`config.mk`:
```
export PLATFORM = sky130hd
export DESIGN_NAME = wcs_seq
export DESIGN_NICKNAME = d
export VERILOG_FILES = /design/src/rtl/wcs_pkg.sv /design/src/rtl/wcs_src_mux.sv /design/src/rtl/wcs_wait_ctl.sv /design/src/rtl/wcs_tone_regs.sv /design/src/rtl/wcs_seq.sv
export SDC_FILE = /design/constraint.sdc
export NUM_CORES = 1
export LEC_CHECK = 0
export BUFFER_PORTS_ARGS = -buffer_cell sky130_fd_sc_hd__buf_2
export CAP_MARGIN = 20
export CORE_MARGIN = 1.5
export CORE_UTILIZATION = 52
export DETAILED_ROUTE_END_ITERATION = 16
export PLACE_DENSITY = 0.81
export SETUP_SLACK_MARGIN = 0.15
export SLEW_MARGIN = 20
export SYNTH_ARGS = -nofsm -noshare
export SYNTH_HDL_FRONTEND = slang
export SYNTH_SLANG_ARGS = --single-unit
```
`constraint.sdc`:
```
create_clock -name clk -period 4.85 [get_ports clk]
set_input_delay 0.97 -clock clk [delete_from_list [all_inputs] [get_ports clk]]
set_output_delay 0.97 -clock clk [all_outputs]
set_load 0.01 [all_outputs]
```
`src/rtl/wcs_pkg.sv`:
```
`timescale 1ns/1ps
package wcs_pkg;
  localparam int SEL_W   = 4;
  localparam int VAL_W   = 28;
  localparam int INSTR_W = SEL_W + VAL_W;

  localparam logic [SEL_W-1:0] SEL_AMP   = 4'd0;
  localparam logic [SEL_W-1:0] SEL_CHIRP = 4'd1;
  localparam logic [SEL_W-1:0] SEL_FREQ  = 4'd2;
  localparam logic [SEL_W-1:0] SEL_TWAIT = 4'd3;
  localparam logic [SEL_W-1:0] SEL_SWAIT = 4'd4;

  function automatic logic [SEL_W-1:0] word_sel(input logic [INSTR_W-1:0] w);
    return w[INSTR_W-1 -: SEL_W];
  endfunction

  function automatic logic [VAL_W-1:0] word_val(input logic [INSTR_W-1:0] w);
    return w[VAL_W-1:0];
  endfunction

  // two's-complement step; same width so wrap is modulo 2^VAL_W
  function automatic logic [VAL_W-1:0] sweep_next(input logic [VAL_W-1:0] f,
                                                  input logic [VAL_W-1:0] rate);
    return f + rate;
  endfunction
endpackage

```
`src/rtl/wcs_src_mux.sv`:
```
`timescale 1ns/1ps
module wcs_src_mux #(
  parameter int W = 32
) (
  input  logic         host_valid,
  input  logic [W-1:0] host_instr,
  input  logic         scr_valid,
  input  logic [W-1:0] scr_instr,
  input  logic         busy,
  output logic         scr_ready,
  output logic         acc_valid,
  output logic         acc_host,
  output logic [W-1:0] acc_instr
);
  assign scr_ready = !busy && !host_valid;
  assign acc_host  = host_valid;
  assign acc_valid = host_valid || (scr_valid && scr_ready);
  assign acc_instr = host_valid ? host_instr : scr_instr;
endmodule

```
`src/rtl/wcs_wait_ctl.sv`:
```
`timescale 1ns/1ps
module wcs_wait_ctl #(
  parameter int CNT_W = 28
) (
  input  logic             clk,
  input  logic             rst_n,
  input  logic             cancel,
  input  logic             load_timed,
  input  logic             load_sync,
  input  logic [CNT_W-1:0] load_val,
  input  logic             sync_pulse,
  output logic             timed_busy,
  output logic             sync_busy,
  output logic             busy
);
  logic [CNT_W-1:0] remain;
  logic             sync_pend;

  always_ff @(posedge clk) begin
    if (!rst_n) begin
      remain    <= '0;
      sync_pend <= 1'b0;
    end else begin
      if (cancel) begin
        remain    <= '0;
        sync_pend <= 1'b0;
      end else begin
        if (remain != '0)
          remain <= remain - 1'b1;
        if (sync_pend && sync_pulse)
          sync_pend <= 1'b0;
      end
      if (load_timed) remain    <= load_val;
      if (load_sync)  sync_pend <= 1'b1;
    end
  end

  assign timed_busy = (remain != '0);
  assign sync_busy  = sync_pend;
  assign busy       = timed_busy || sync_pend;
endmodule

```
`src/rtl/wcs_tone_regs.sv`:
```
`timescale 1ns/1ps
module wcs_tone_regs
  import wcs_pkg::*;
#(
  parameter int W = VAL_W
) (
  input  logic         clk,
  input  logic         rst_n,
  input  logic         wr_amp,
  input  logic         wr_chirp,
  input  logic         wr_freq,
  input  logic [W-1:0] wr_val,
  input  logic         sample_stb,
  output logic [W-1:0] amp,
  output logic [W-1:0] chirp,
  output logic [W-1:0] freq,
  output logic         tx_en,
  output logic         step_en
);
  assign step_en = tx_en && sample_stb && !wr_freq;

  always_ff @(posedge clk) begin
    if (!rst_n) begin
      amp   <= '0;
      chirp <= '0;
      freq  <= '0;
      tx_en <= 1'b0;
    end else begin
      if (wr_amp)   amp   <= wr_val;
      if (wr_chirp) chirp <= wr_val;
      if (wr_freq) begin
        freq  <= wr_val;
        tx_en <= (wr_val != '0);
      end else if (step_en) begin
        freq  <= sweep_next(freq, chirp);
      end
    end
  end
endmodule

```
`src/rtl/wcs_seq.sv`:
```
`timescale 1ns/1ps
module wcs_seq
  import wcs_pkg::*;
(
  input  logic               clk,
  input  logic               rst_n,
  input  logic               scr_valid,
  input  logic [INSTR_W-1:0] scr_instr,
  output logic               scr_ready,
  input  logic               host_valid,
  input  logic [INSTR_W-1:0] host_instr,
  input  logic               sync_pulse,
  input  logic               sample_stb,
  output logic [VAL_W-1:0]   amp_o,
  output logic [VAL_W-1:0]   chirp_o,
  output logic [VAL_W-1:0]   freq_o,
  output logic               tx_en
);
  logic               acc_valid;
  logic               acc_host;
  logic [INSTR_W-1:0] acc_instr;
  logic [SEL_W-1:0]   acc_sel;
  logic [VAL_W-1:0]   acc_val;
  logic               busy, timed_busy, sync_busy;
  logic               wr_amp, wr_chirp, wr_freq, wr_twait, wr_swait, wr_ign;
  logic               step_en;

  wcs_src_mux #(.W(INSTR_W)) u_mux (
    .host_valid (host_valid),
    .host_instr (host_instr),
    .scr_valid  (scr_valid),
    .scr_instr  (scr_instr),
    .busy       (busy),
    .scr_ready  (scr_ready),
    .acc_valid  (acc_valid),
    .acc_host   (acc_host),
    .acc_instr  (acc_instr)
  );

  assign acc_sel  = word_sel(acc_instr);
  assign acc_val  = word_val(acc_instr);
  assign wr_amp   = acc_valid && (acc_sel == SEL_AMP);
  assign wr_chirp = acc_valid && (acc_sel == SEL_CHIRP);
  assign wr_freq  = acc_valid && (acc_sel == SEL_FREQ);
  assign wr_twait = acc_valid && (acc_sel == SEL_TWAIT);
  assign wr_swait = acc_valid && (acc_sel == SEL_SWAIT);
  assign wr_ign   = acc_valid && (acc_sel > SEL_SWAIT);

  wcs_wait_ctl #(.CNT_W(VAL_W)) u_wait (
    .clk        (clk),
    .rst_n      (rst_n),
    .cancel     (acc_host),
    .load_timed (wr_twait),
    .load_sync  (wr_swait),
    .load_val   (acc_val),
    .sync_pulse (sync_pulse),
    .timed_busy (timed_busy),
    .sync_busy  (sync_busy),
    .busy       (busy)
  );

  wcs_tone_regs #(.W(VAL_W)) u_regs (
    .clk        (clk),
    .rst_n      (rst_n),
    .wr_amp     (wr_amp),
    .wr_chirp   (wr_chirp),
    .wr_freq    (wr_freq),
    .wr_val     (acc_val),
    .sample_stb (sample_stb),
    .amp        (amp_o),
    .chirp      (chirp_o),
    .freq       (freq_o),
    .tx_en      (tx_en),
    .step_en    (step_en)
  );
endmodule

```
# After elaboration in Yosys (flattened, before gate mapping)
# Cells that the tools add are included.
[classes]
addsub = 2
multipliers = 0
div_mod_pow = 0
order_cmp = 0
eq_ne = 4
shift = 0
muxes = 9
bitwise = 0
n_reduce_logical = 21
[op_table]
columns = ["cell", "count"]
rows = [
  ["28-bit 2-to-1 mux", 5],
  ["28-bit nonzero test", 2],
  ["32-bit 2-to-1 mux", 1],
  ["28-bit adder", 1],
  ["28-bit by 1-bit subtractor with 28-bit output, second input constant", 1],
  ["1-bit logical AND", 10],
  ["4-bit by 2-bit equality test with 1-bit output, second input constant", 2],
  ["3-bit nonzero test", 2],
  ["4-bit by 1-bit equality test with 1-bit output, second input constant", 1],
  ["4-bit by 3-bit equality test with 1-bit output, second input constant", 1],
  ["4-bit zero test", 1],
  ["1-bit zero test", 3],
  ["1-bit 2-to-1 mux", 3],
  ["1-bit logical OR", 2],
  ["2-bit nonzero test", 1],
]
[totals]
reg_bits = 114
latch_bits = 0
ramBits = 0
mem_bits_ro = 0
inputBits = 70
output_inout_bits = 86
elab_cells = 42
n_memories = 0

# Longest topological paths before layout
[logic_depth]
depth_word = 11
mapped_depth = 11
ltp_nobuf = 10

# By module
# Synthesis repeated with hierarchy kept, for this count alone.
[unflattened]
cells_unflattened = 832
area_unflattened_um2 = 7118.1
[by_module_without_submodules]
columns = ["mod", "n_inst", "cells_per_inst", "area_per_inst_um2", "seq_area_each_um2"]
rows = [
  ["wcs_tone_regs", 1, 568, 4794.6, 1701.6],
  ["wcs_wait_ctl", 1, 218, 1699.1, 580.6],
  ["wcs_src_mux", 1, 40, 559.3, 0.0],
  ["wcs_seq", 1, 6, 65.1, 0.0],
]

# Worst setup path after synthesis
# No wires, ideal clock.
[synth_timing]
kind = "input-to-output"
from = "input port host_valid"
to = "output port scr_ready"
t_arrival_ns = 1.857
t_required_ns = 3.880
path_slack_ns = 2.023
cell_stages = 5
path_buffers = 0
path_cell_list = "nor3b_1 nand4b_1 nor4_1 nand2_1 nor2_1"
[synth_via]
elab_chain_cells = 2
[synth_rtl]
columns = ["element", "line", "rtl"]
rows = [
  ["start: declaration", "wcs_seq.sv:10", "input logic host_valid,"],
  ["1-bit zero test", "wcs_src_mux.sv:15", "assign scr_ready = !busy && !host_valid;"],
  ["1-bit logical AND", "wcs_src_mux.sv:15", ""],
  ["end: declaration", "wcs_seq.sv:9", "output logic scr_ready,"],
]
# No other way between the ends.

# Final worst setup path
[layout_timing]
from = "register u_wait.remain[8]"
to = "output port scr_ready"
[layout_via]
elab_chain_cells = 4
[layout_rtl]
columns = ["element", "line", "rtl"]
rows = [
  ["start: declaration", "wcs_wait_ctl.sv:16", "logic [CNT_W-1:0] remain;"],
  ["start signal: assignment", "wcs_wait_ctl.sv:29", "remain <= remain - 1'b1;"],
  ["start signal: assignment", "wcs_wait_ctl.sv:33", "if (load_timed) remain <= load_val;"],
  ["28-bit nonzero test", "wcs_wait_ctl.sv:38", "assign timed_busy = (remain != '0);"],
  ["1-bit logical OR", "wcs_wait_ctl.sv:40", "assign busy = timed_busy || sync_pend;"],
  ["1-bit zero test", "wcs_src_mux.sv:15", ""],
  ["1-bit logical AND", "wcs_src_mux.sv:15", ""],
]
# No other way between the ends.

==> results.txt <==
synthesized cell area -> 0.006585 mm2
clk_skew -> 7.179 ps
Synth cell types -> 63
Avg Cell Area, Syn -> 8.442 um2
clock sink count -> 114
Max-slew headroom -> 32.72%
antenna violations before repair -> 0
WP data required -> 3880 ps
met1 usage -> 38.36%
Final GP Congestion -> 0.9014
post-route cell area -> 0.008030 mm2
compound-cell area share of the yosys netlist -> 26.45%
TritonCTS clock tree -> built
setup TNS -> 0 ps
register share of total power -> 33.3%
cts bufs inserted -> 17
Top Usage Layer GRT -> met2
Rows -> 40
layout net count -> 1013
die area -> 0.01335 mm2
arrival time at the worst endpoint -> 2430 ps
share of layout cells above drive strength 1 -> 22.38%
Finished Core Util -> 66.03%
met3 Use GR -> 5.649%
synthesized instance count -> 780
total grt overflow -> 0
Overall Global Routing Usage -> 29.92%
Clock Tree Buf Depth -> 2
I/O Buffers -> 155
Pwr Density -> 422.8 mW/mm2
Routed Antenna Nets -> 0
Hold Path Class -> reg2reg
async set-reset flop share out of synthesis -> 0%
Clk network pwr share -> 37.3%
DP Wirelength -> 13.68 mm
Fillers -> 1035
Worst-path clk slew -> 50 ps
Core Area -> 0.01216 mm2
met2 track demand over resource -> 49.35%
diodes inserted -> 0
total wire length -> 19.50 mm
Synth Area in XOR/XNOR -> 5.320%
register bit total from synthesis -> 114
Die Y -> 115.5 um
Setup violations, final -> 0
clock insertion delay at the later pin of the skew report -> 430 ps
Via Count -> 6647
Startpoint Class -> flop
largest family of logic cells by synthesized area -> compound AO/OA/AOI/OAI gates
Setup Fix Bufs, Post-CTS -> 0
sequential share of the synthesized area -> 34.66%
worst-margin pin slew -> 981.1 ps
simple-gate area share of the yosys netlist -> 18.87%
switch share -> 31.91%
vias in the first global route -> 6191
Synth Area in Adders -> 5.814%
post-synthesis mux area share -> 4.712%
syn nets -> 880
status -> completed
minimum clock period -> 3399 ps
EDFF count, synth -> 0
CTS root buf -> clkbuf_16
Final Hold Viols -> 0
H-Tree Depth -> 4
Switch Pwr -> 1083 uW
DRT iter0 DRCs -> 548
# resized after CTS -> 0
# IOs -> 156
yosys warns -> 0
VDD IR max -> 262.5 uV
DRC viols -> 0
Internal Power -> 2311 uW
first-pass GRT wire length -> 31.11 mm
placed cell area -> 0.007436 mm2
drt pass-1 iters -> 5
max_cap viols -> 0
Leakage -> 0.003519 uW
Initial Util -> 54.15%
fmax -> 294.2 MHz
Tcrit/Tclk final -> 70.09%
Logic pwr share -> 29.4%
CTS Hold Buffers Added -> 0
largest net degree at the start of global routing -> 57
Most used DFF post-synth -> dfxtp_1
RSZ-0062 raised after global routing -> no
Via-to-Cell Ratio -> 6.081
Slew Limit Fails -> 0
Syn-to-layout area delta -> 21.95%
Crit Path Class -> reg2out
routed length per instance -> 17.84 um
largest fanout on the critical path -> 5
die width -> 115.5 um
Crit. End Element -> primary output
path summary, 6_finish.rpt:
kind	start	endpoint	slack, ps	depth (start not counted)
max	u_wait.remain[8]	scr_ready	1450	6
min	u_regs.amp[16]	u_regs.amp[16]	500	2
max reg2reg	u_wait.remain[17]	u_regs.amp[14]	1580	8
min reg2reg	u_regs.amp[16]	u_regs.amp[16]	500	2
flip-flops by register name, indices dropped and copies added, names as in the netlist:
register / flops
u_regs.amp: 28
u_wait.sync_busy: 1
u_regs.tx_en: 1
u_wait.remain: 28
u_regs.chirp: 28
u_regs.freq: 28
critical path, cell delays in order, from the launching register on:
cell	delay (ps)
dfxtp_1	350
nor4_1	620
nand4b_1	350
nor4_1	340
nand2_1	110
nor2_1	100
buf_2	130
cells in the mapped netlist (10+ instances only):
master / number / share of area [%]
a21o_1: 16 / 1.8
buf_2: 13 / 0.99
clkbuf_1: 28 / 1.6
nand2_1: 42 / 2.4
mux2i_1: 31 / 4.7
a221oi_1: 12 / 1.6
nor2_1: 114 / 6.5
xor2_1: 17 / 2.3
nor3_1: 13 / 0.99
ha_1: 29 / 5.5
a211oi_1: 80 / 9.1
inv_1: 15 / 0.85
xnor2_1: 23 / 3.1
a21oi_1: 34 / 2.6
o22a_1: 18 / 2.4
o21a_1: 11 / 1.3
nor4_1: 11 / 1.0
nand4_1: 14 / 1.3
o21ai_0: 17 / 1.3
dfxtp_1: 114 / 35
and3_1: 10 / 0.95
layout make-up:
cell class	instances	area, um2	share of cell area, %
clock buffers	21	460.4	5.734
clock inverters	10	133.9	1.667
inverters	16	60.06	0.7479
multi-input cells	600	4040	50.31
flip-flops and latches	114	2282	28.42
well taps	168	210.2	2.618
repair buffers	164	843.3	10.50
per-layer routing:
metal / routed length (um) / up-vias
li1: - / 3193
met1: 8344 / 3152
met2: 9265 / 254
met3: 1340 / 48
met4: 553 / 0
met5: 0 / -
power groups by stage:
stage,registers (uW),logic [uW],clock network [uW]
floorplan,1130,769,0
global placement,1140,959,0
detailed placement,1140,976,0
CTS,1130,989,1270
global route,1140,1100,1310
finish,1130,999,1270
logic make-up after synthesis:
kind of cell,Yosys count
mux,31
compound gates,241
xor+xnor,40
simple gates,258
buf+inv,66
fa+ha+maj,30
flops,114
through the flow:
| stage | setup WS [ps] | std cells | hold slack (ps) | power [uW] |
|---|---|---|---|---|
| 2_1_floorplan | 2023 | 780 | 478.2 | 1903 |
| 6_report | 1451 | 1093 | 497.1 | 3395 |
| 3_3_place_gp | 1329 | 1062 | 483.4 | 2100 |
| 5_1_grt | 1280 | 1093 | 522.7 | 3552 |
| 4_1_cts | 1475 | 1093 | 494.8 | 3389 |
| 3_5_place_dp | 1235 | 1062 | 488.2 | 2119 |
layout by cell type (no fill, tap or decap), types with 18 or more instances in the layout:
cell	n
mux2i_1	31
buf_2	155
a21oi_1	34
o22a_1	18
nor2_1	113
a211oi_1	80
ha_1	29
dfxtp_1	114
nand2_1	42
xnor2_1	23
(Power assumes the default switching activity.)
